==> config.mk <==
export PLATFORM = sky130hd
export DESIGN_NAME = clk_chain_rst_seq
export DESIGN_NICKNAME = d
export VERILOG_FILES = /design/src/rtl/clk_chain_rst_seq.sv
export SDC_FILE = /design/constraint.sdc
export NUM_CORES = 1
export LEC_CHECK = 0
export ABC_CLOCK_PERIOD_IN_PS = 3450
export BUFFER_PORTS_ARGS = -buffer_cell sky130_fd_sc_hd__buf_2
export CORE_MARGIN = 5
export CORE_UTILIZATION = 45
export CTS_CLUSTER_DIAMETER = 120
export DETAILED_ROUTE_END_ITERATION = 10
export PLACE_DENSITY = 0.65
export SKIP_CTS_REPAIR_TIMING = 1
export SLEW_MARGIN = 20
export SYNTH_ARGS = -nofsm -noshare
export SYNTH_HDL_FRONTEND = slang
export SYNTH_SLANG_ARGS = --single-unit
==> constraint.sdc <==
create_clock -name clk -period 3.45 [get_ports clk]
set_input_delay 1.035 -clock clk [delete_from_list [all_inputs] [get_ports clk]]
set_output_delay 1.035 -clock clk [all_outputs]
set_load 0.05 [all_outputs]
==> src/rtl/clk_chain_rst_seq.sv <==
module clk_chain_rst_seq #(
  parameter int N_BR     = 4,
  parameter int CNT_W    = 18,
  parameter int HOLD_CYC = 125000,
  parameter logic [N_BR*CNT_W-1:0] BR_OFFSET = {18'd62500, 18'd50000, 18'd25000, 18'd0}
) (
  input  logic            clk,
  input  logic            rst_n,
  input  logic            ref_good,
  input  logic            pll_good,
  input  logic            pll_locked,
  input  logic            power_fail,
  output logic            pll_rst_n,
  output logic [N_BR-1:0] branch_rst_n,
  output logic [2:0]      seq_state,
  output logic            pf_tag
);

  typedef enum logic [2:0] {
    S_IDLE = 3'd0, S_WAIT = 3'd1, S_HOLD = 3'd2,
    S_STAG = 3'd3, S_RUN  = 3'd4, S_DEG  = 3'd5
  } st_t;

  function automatic logic [CNT_W-1:0] f_max_off();
    logic [CNT_W-1:0] m;
    m = '0;
    for (int i = 0; i < N_BR; i++)
      if (BR_OFFSET[i*CNT_W +: CNT_W] > m) m = BR_OFFSET[i*CNT_W +: CNT_W];
    return m;
  endfunction

  localparam logic [CNT_W-1:0] MAX_OFF   = f_max_off();
  localparam logic [CNT_W-1:0] HOLD_LAST = CNT_W'(HOLD_CYC - 1);

  st_t              st, st_n;
  logic [CNT_W-1:0] cnt, cnt_n;
  logic             all_good;

  assign all_good = ref_good & pll_good & pll_locked;

  always_comb begin
    st_n  = st;
    cnt_n = cnt;
    if (power_fail && st != S_IDLE) begin
      st_n  = S_DEG;
      cnt_n = '0;
    end else begin
      case (st)
        S_IDLE: st_n = S_WAIT;
        S_WAIT: begin
          cnt_n = '0;
          if (all_good) st_n = S_HOLD;
        end
        S_HOLD: begin
          if (!all_good) begin
            st_n  = S_WAIT;
            cnt_n = '0;
          end else if (cnt == HOLD_LAST) begin
            st_n  = S_STAG;
            cnt_n = '0;
          end else begin
            cnt_n = cnt + 1'b1;
          end
        end
        S_STAG: begin
          if (!all_good) begin
            st_n  = S_WAIT;
            cnt_n = '0;
          end else if (cnt == MAX_OFF) begin
            st_n = S_RUN;
          end else begin
            cnt_n = cnt + 1'b1;
          end
        end
        S_RUN: begin
          if (!all_good) begin
            st_n  = S_WAIT;
            cnt_n = '0;
          end
        end
        default: begin
          st_n  = S_WAIT;
          cnt_n = '0;
        end
      endcase
    end
  end

  always_ff @(posedge clk or negedge rst_n) begin
    if (!rst_n) begin
      st        <= S_IDLE;
      cnt       <= '0;
      pll_rst_n <= 1'b0;
      pf_tag    <= 1'b0;
    end else begin
      st        <= st_n;
      cnt       <= cnt_n;
      pll_rst_n <= ref_good;
      if (st_n == S_DEG)      pf_tag <= 1'b1;
      else if (st_n == S_RUN) pf_tag <= 1'b0;
    end
  end

  for (genvar g = 0; g < N_BR; g++) begin : g_br
    assign branch_rst_n[g] = (st == S_RUN) |
                             ((st == S_STAG) && (cnt >= BR_OFFSET[g*CNT_W +: CNT_W]));
  end

  assign seq_state = st;

  a_r1_release_needs_good: assert property (@(posedge clk) disable iff (!rst_n)
    (|branch_rst_n) |-> ($past(all_good) && !$past(power_fail)));

  a_r2_pll_before_branch: assert property (@(posedge clk) disable iff (!rst_n)
    (|branch_rst_n) |-> pll_rst_n);

  a_r5_drop_together: assert property (@(posedge clk) disable iff (!rst_n)
    (($past(branch_rst_n) & ~branch_rst_n) != '0) |-> (branch_rst_n == '0));

  a_r6_fail_holds_branches: assert property (@(posedge clk) disable iff (!rst_n)
    power_fail |=> (branch_rst_n == '0));

  a_r6_tag_in_degraded: assert property (@(posedge clk) disable iff (!rst_n)
    (st == S_DEG) |-> pf_tag);

endmodule

==> impl_results.md, run 1 <==
* CP peak stage delay at 0.72 ns
* Largest cells by area after synthesis: dfrtp_1 (38%), xnor2_1 (6.4%), nor2_1 (5.7%)
* CTS Buf Count at 3
* Die Wd at 67.9 µm
* Peak Freq at 304 MHz
* Hold Path Stages at 2
* Final Util at 48.9%
* Clock power share at 29.5%
* Minimum clock period at 3.29 ns
* Vias at 1276
* Vias in the first global route at 1210
* Placer Congestion at 0.784
* Final Hold Fails at 0
* TritonCTS clock tree: done
* Dominant synthesized flop cell: dfrtp_1
* H-tree depth at 1
* Layout Nets at 192
* Worst Path Max Fanout at 4
* Setup crit start kind: flip-flop
* Total track usage at 16.2%
* Starting Density at 45.9%
* Cell taking the most area after synthesis: dfrtp_1
* DR vias/cell at 5.57
* Yosys warning total at 0
* List of most frequent post-synthesis cells: dfrtp_1 (23), nor2_1 (23), nand2_1 (14)
* RSZ-0062 raised after global routing: no
* Worst VDD drop at 0.000106 V
* Cells after synthesis at 170
* Setup Viol. Count Final at 0
* Comb power frac at 6.5%
* Worst-case reg-to-reg path depth at 6
* Yosys cell types at 49
* Setup TNS at 0 ns
* Cell Pwr Density at 268 nW/µm²
* Mean post-synth cell area at 8.88 µm²
* Global-route wire length before repair at 5.73 mm
* Worst hold path endpoint: cnt[1]$_DFFE_PN0P_
* Diode count at 0
* Fraction of registers with async set/reset at 100%
* Synth top area share at 38.1%
* Syn Nets at 178
* CTS root buffer: clkbuf_4
* Clock Sinks at 23
* Initial DRC count at 116
* WP data required at 2.41 ns
* Clk_lat worst skew at 0.31 ns
* DRC viols at 0
* Slew at the pin with the worst max-slew slack at 0.603 ns
* Antenna violations before repair at 0
* Pin count of the biggest net entering global routing at 24
* GRT Residual Overflow at 0
* CP max stage cell: or4b_2
* CP endpoint kind: output pin
* Core Box Area at 3280 µm²
* Setup slack, reg-to-reg at 1.11 ns
* Net switching power at 106 µW
* Tcrit/Tclk final at 95.4%
* Number of synthesized register bits at 23
* Outcome: completed
* Hold Crit Start: cnt[1]$_DFFE_PN0P_
* Ports at 15
* Longest Clk Path Bufs at 2
* Hold/Removal Path Class: flip-flop to flip-flop
* LEAKAGE at 0.621 nW
* Headroom to the max-slew limit at 59.4%
* Area of the mapped netlist at 1510 µm²
* Antenna viol nets, final at 0
* Switching part of the total at 24.6%
* Final wirelength at 3.33 mm
* Share of cells above drive strength 1 at 15.3%
* Total Die Area at 4610 µm²
* TritonRoute pass-1 iters at 6
* Dpl hpwl at 2.43 mm
* Clock slew at reported path FFs at 0.12 ns
* Max_cap viols at 0
* Internal at 324 µW
* Drt wl/cell at 14.6 µm
* Register area share after synthesis at 38.1%
* Area grow syn2layout at 6.38%
* Fill count at 324
* Port Buffers at 14
* Post-synth EDFFs at 0
* RR Endpoint: cnt[17]$_DFFE_PN0P_
* CP cell instances: or4b_2 > nor4_2 > nand2_1 > a31oi_1 > buf_4
* Critical path data arrival time at 2.26 ns
* Power share of the sequential group at 64.0%
* WS Path Type: flip-flop to output pin
* Die height at 67.9 µm
* Worst Setup SP: cnt[17]$_DFFE_PN0P_
* Number of cell rows at 21
* Fin. max-slew vios at 0
* Skew final at 0.00547 ns
* Worst reg2reg startpoint: cnt[12]$_DFFE_PN0P_
cell usage in the layout (no fill, tap or decap), types with 6 or more instances in the layout:
master and count:
nor2_1 23, dfrtp_1 23, nand2_1 14, buf_2 13
xnor2_1 11, nand3_1 8, inv_1 7, a21oi_1 6
kinds of logic (layout without fill, tap and decap cells):
group | count (synthesis) | in the layout | synth area share [%]
simple gates | 83 | 83 | 29.5
fa+ha+maj | 2 | 2 | 1.66
buf+inv | 15 | 28 | 7.63
flops | 23 | 23 | 38.1
xor+xnor | 12 | 12 | 6.97
compound gates | 35 | 35 | 16.1
metrics by stage:
stage / setup slack (ns) / power, mW / hold slack (ns) / instance area [µm²] / cells
after floorplan: 0.0652 / 0.296 / 0.489 / 1510 / 170
after global placement: 0.448 / 0.308 / 0.516 / 1570 / 225
after detailed placement: 0.411 / 0.309 / 0.527 / 1570 / 225
after CTS: 0.0457 / 0.435 / 0.556 / 1600 / 229
after global routing: 0.000575 / 0.445 / 0.565 / 1610 / 229
final: 0.159 / 0.430 / 0.551 / 1610 / 229
cell type report:
type	count	area, µm²	share of cell area (%)
Multi-Input combinational cell	132	825	51.4
Sequential cell	23	576	35.9
Timing Repair Buffer	17	95.1	5.92
Tap cell	46	57.6	3.59
Clock buffer	4	26.3	1.64
Inverter	7	26.3	1.64
registers in the layout (all words and copies together) (netlist names):
register	cells
cnt	18
seq_state	3
pf_tag	1
pll_rst_n	1
power groups by stage:
stage	sequential, mW	combinational, mW	clock (mW)
6_report	0.275	0.0278	0.127
5_1_grt	0.276	0.0313	0.138
4_1_cts	0.275	0.0286	0.131
3_5_place_dp	0.280	0.0286	0
3_3_place_gp	0.280	0.0281	0
2_1_floorplan	0.285	0.0111	0
layer usage:
| layer | GRT usage, % | wire [µm] | share of wire (%) |
|---|---|---|---|
| met5 | 0 | 0 | 0 |
| met4 | 5.96 | 23 | 0.69 |
| met3 | 2.13 | 141 | 4.2 |
| met2 | 26.9 | 1550 | 47 |
| met1 | 21.6 | 1620 | 48 |
worst max-delay path: cells and delay by family, from the launching register on:
family	cells	cell delay [ns]
AO/OA/AOI/OAI	1	0.21
flip-flops	1	0.44
AND/OR/NAND/NOR	3	1.07
buffers and inverters	1	0.23
worst max path at each step:
| stage | end | slack [ns] |
|---|---|---|
| 2_1_floorplan | branch_rst_n[3] | 0.07 |
| 6_report | branch_rst_n[3] | 0.16 |
| 3_3_place_gp | branch_rst_n[3] | 0.45 |
| 3_5_place_dp | branch_rst_n[3] | 0.41 |
| 5_1_grt | branch_rst_n[3] | 0.0006 |
| 4_1_cts | branch_rst_n[3] | 0.05 |
Note: power is estimated with default switching activity, not from simulation.
==> inputs of run 2 (changes only) <==
--- a/config.mk
+++ b/config.mk
@@ -5,12 +5,14 @@
 export SDC_FILE = /design/constraint.sdc
 export NUM_CORES = 1
 export LEC_CHECK = 0
+export ABC_AREA = 1
 export ABC_CLOCK_PERIOD_IN_PS = 3450
 export BUFFER_PORTS_ARGS = -buffer_cell sky130_fd_sc_hd__buf_2
 export CORE_MARGIN = 5
 export CORE_UTILIZATION = 45
 export CTS_CLUSTER_DIAMETER = 120
 export DETAILED_ROUTE_END_ITERATION = 10
+export MAX_ROUTING_LAYER = met4
 export PLACE_DENSITY = 0.65
 export SKIP_CTS_REPAIR_TIMING = 1
 export SLEW_MARGIN = 20
==> run 2 against run 1 <==
- sequential power grew 2%
- flip-flop and latch count is the same
- sequential share of layout area shrank 8.7 points
- combinational power grew to 3.8 times the previous value
- largest power group unchanged
- worst setup slack gained 0.22 ns
- via count grew 58%
- critical endpoint unchanged
- synthesized cell count grew 76%
- routed wire length grew 62%
- power grew 32%
- largest cell class unchanged
- critical path type unchanged
- clock skew shrank 0.00089 ns
- first-iteration DRC count grew 53%
- clock power grew 41%
==> impl_results.md, run 2 <==
* CP Buf/Inv Count at 2 (was 1)
* Core Box Area at 4320 µm² (was 3280 µm²)
* WP data required at 2.41 ns (about the same)
* Placer Congestion at 0.948 (was 0.784)
* Global-route wire length before repair at 9.32 mm (was 5.73 mm)
* DR vias/cell at 5.55 (was 5.57)
* Hold/Removal Path Class: flip-flop to flip-flop (unchanged)
* Setup Viol. Count Final at 0 (unchanged)
* LEAKAGE at 0.928 nW (was 0.621 nW)
* Flip-flop and latch area at 576 µm² (unchanged)
* Post-Layout Cell Count at 363 (was 229)
* Synth top area share at 29.1% (was 38.1%)
* Final Util at 49.0% (was 48.9%)
* Vias at 2014 (was 1276)
* Diode count at 0 (unchanged)
* Clk_lat worst skew at 0.27 ns (was 0.31 ns)
* Fill count at 464 (was 324)
* Worst VDD drop at 0.000126 V (was 0.000106 V)
* Final wirelength at 5.39 mm (was 3.33 mm)
* Worst Setup SP: cnt[0]$_DFFE_PN0P_ (was cnt[17]$_DFFE_PN0P_)
* Worst reg2reg startpoint: seq_state[0]$_DFF_PN0_ (was cnt[12]$_DFFE_PN0P_)
* Final Hold Fails at 0 (unchanged)
* Skew final at 0.00458 ns (was 0.00547 ns)
* Commonest cells after routing, fill and taps aside: nand2_1 (70), nand3_1 (40), nor2_1 (37) (was nor2_1 (23), dfrtp_1 (23), nand2_1 (14))
* CP cell instances: inv_1 > ha_1 > nor3b_1 > nand3_1 > a41oi_2 > buf_2 (was or4b_2 > nor4_2 > nand2_1 > a31oi_1 > buf_4)
* CTS Buf Count at 3 (unchanged)
* Total Die Area at 5820 µm² (was 4610 µm²)
* Commonest non-fill, non-tap cell in the layout: nand2_1
* Headroom to the max-slew limit at 62.6% (was 59.4%)
* Hold Crit Start: pf_tag$_DFFE_PN0P_ (was cnt[1]$_DFFE_PN0P_)
* Outcome: completed (unchanged)
* Yosys warning total at 0 (unchanged)
* Tcrit/Tclk final at 89.0% (was 95.4%)
* Dpl hpwl at 4.25 mm (was 2.43 mm)
* CTS root buffer: clkbuf_8 (was clkbuf_4)
* Dpl cells at 359 (was 225)
* Clock Sinks at 23 (unchanged)
* Drt wl/cell at 14.8 µm (was 14.6 µm)
* Antenna violations before repair at 0 (unchanged)
* Fin. max-slew vios at 0 (unchanged)
* Dominant synthesized flop cell: dfrtp_1 (unchanged)
* Setup crit start kind: flip-flop (unchanged)
* CP peak stage delay at 0.45 ns (was 0.72 ns)
* Slew at the pin with the worst max-slew slack at 0.561 ns (was 0.603 ns)
* Clock slew at reported path FFs at 0.09 ns (was 0.12 ns)
* RSZ-0062 raised after global routing: no (unchanged)
* DRC viols at 0 (unchanged)
* Longest Clk Path Bufs at 2 (unchanged)
* Area of the mapped netlist at 1980 µm² (was 1510 µm²)
* Fraction of registers with async set/reset at 100% (unchanged)
* Cells after synthesis at 299 (was 170)
* CP max stage cell: dfrtp_1 (was or4b_2)
* Yosys cell types at 34 (was 49)
* Count leader, synth: nand2_1
* Max_cap viols at 0 (unchanged)
* Starting Density at 45.8% (was 45.9%)
* Initial DRC count at 177 (was 116)
* H-tree depth at 1 (unchanged)
* Largest cells by area after synthesis: dfrtp_1 (29%), nand2_1 (13%), nand3_1 (10%) (was dfrtp_1 (38%), xnor2_1 (6.4%), nor2_1 (5.7%))
* Vias in the first global route at 1920 (was 1210)
* Post-synth EDFFs at 0 (unchanged)
* Area grow syn2layout at 7.02% (was 6.38%)
* GRT Residual Overflow at 0 (unchanged)
* Mean post-synth cell area at 6.62 µm² (was 8.88 µm²)
* CP endpoint kind: output pin (unchanged)
* TritonRoute pass-1 iters at 4 (was 6)
* Antenna viol nets, final at 0 (unchanged)
* Post-route total power at 567 µW (was 430 µW)
* Share of cells above drive strength 1 at 18.6% (was 15.3%)
* Syn Nets at 307 (was 178)
* Layout Nets at 320 (was 192)
* Cell Pwr Density at 268 nW/µm² (about the same)
* Reg with most FFs: cnt (unchanged)
* Setup TNS at 0 ns (unchanged)
* Max FFs per register at 18 (unchanged)
* Register area share after synthesis at 29.1% (was 38.1%)
* WS Path Type: flip-flop to output pin (unchanged)
* Multi-input logic area at 1180 µm² (was 825 µm²)
* Die height at 76.3 µm (was 67.9 µm)
* Die Wd at 76.3 µm (was 67.9 µm)
* Worst path top cell family by delay: flip-flops (was simple AND/OR/NAND/NOR gates)
* Cell taking the most area after synthesis: dfrtp_1 (unchanged)
* Critical path data arrival time at 2.04 ns (was 2.26 ns)
* Minimum clock period at 3.07 ns (was 3.29 ns)
* Number of cell rows at 24 (was 21)
* Total track usage at 19.9% (was 16.2%)
* Pin count of the biggest net entering global routing at 24 (unchanged)
* TritonCTS clock tree: done (unchanged)
* List of most frequent post-synthesis cells: nand2_1 (70), nand3_1 (40), nor2_1 (37) (was dfrtp_1 (23), nor2_1 (23), nand2_1 (14))
* Worst Path Max Fanout at 6 (was 4)
* Number of synthesized register bits at 23 (unchanged)
* Peak Freq at 326 MHz (was 304 MHz)
* WHS at 0.540 ns (was 0.551 ns)
* Ports at 15 (unchanged)
* Port Buffers at 14 (unchanged)
## run 2: area by class of cell
class | instances | share of cell area, %
repair buffers | 14 | 3.31
clock inverters | 1 | 0.236
clock buffers | 3 | 1.95
inverters | 45 | 8.33
multi-input cells | 225 | 55.9
well taps | 52 | 3.07
flip-flops and latches | 23 | 27.2
## run 2: final timing paths
| path | end | slack, ns | depth (start not counted) |
|---|---|---|---|
| setup / recovery | branch_rst_n[3] | 0.38 | 6 |
| hold / removal | pf_tag$_DFFE_PN0P_ | 0.54 | 2 |
| setup reg to reg | cnt[1]$_DFFE_PN0P_ | 1.38 | 9 |
| hold reg to reg | pf_tag$_DFFE_PN0P_ | 0.54 | 2 |
| max in group asynchronous | cnt[2]$_DFFE_PN0P_ | 2.34 | 1 |
| min in group asynchronous | seq_state[0]$_DFF_PN0_ | 0.74 | 1 |
## run 2: tightest hold or removal path, delay by kind of cell, from the launching register on
kind,cells,cell delay (ns)
flops,1,0.37
simple gates,2,0.15
## run 2: cells by family after synthesis
group | after synthesis | synth area share, %
AO/OA/AOI/OAI | 32 | 10.4
XOR/XNOR | 1 | 0.443
adder cells (fa/ha/maj) | 2 | 1.26
buffers and inverters | 51 | 11.8
flip-flops | 23 | 29.1
AND/OR/NAND/NOR | 190 | 47.1
## run 2: per-layer routing
| metal | vias up | GRT usage (%) | part of all wire (%) |
|---|---|---|---|
| met5 | - | - | 0 |
| li1 | 1005 | - | - |
| met2 | 55 | 31.0 | 47 |
| met1 | 945 | 27.1 | 46 |
| met3 | 9 | 2.25 | 5.7 |
| met4 | 0 | 6.29 | 1.5 |
## run 2: report_power, final
group          switching, mW  total (mW)  internal, mW
Sequential           0.00595       0.281         0.275
Combinational         0.0839       0.107        0.0226
Clock                 0.0982       0.179        0.0810
Total                  0.188       0.567         0.379
## run 2: per-stage QoR
stage	cell area, µm²	worst slack, ns
after floorplan	1990	-0.00628
after global placement	2070	0.736
after detailed placement	2070	0.746
after CTS	2120	0.418
after global routing	2120	0.303
final	2120	0.380
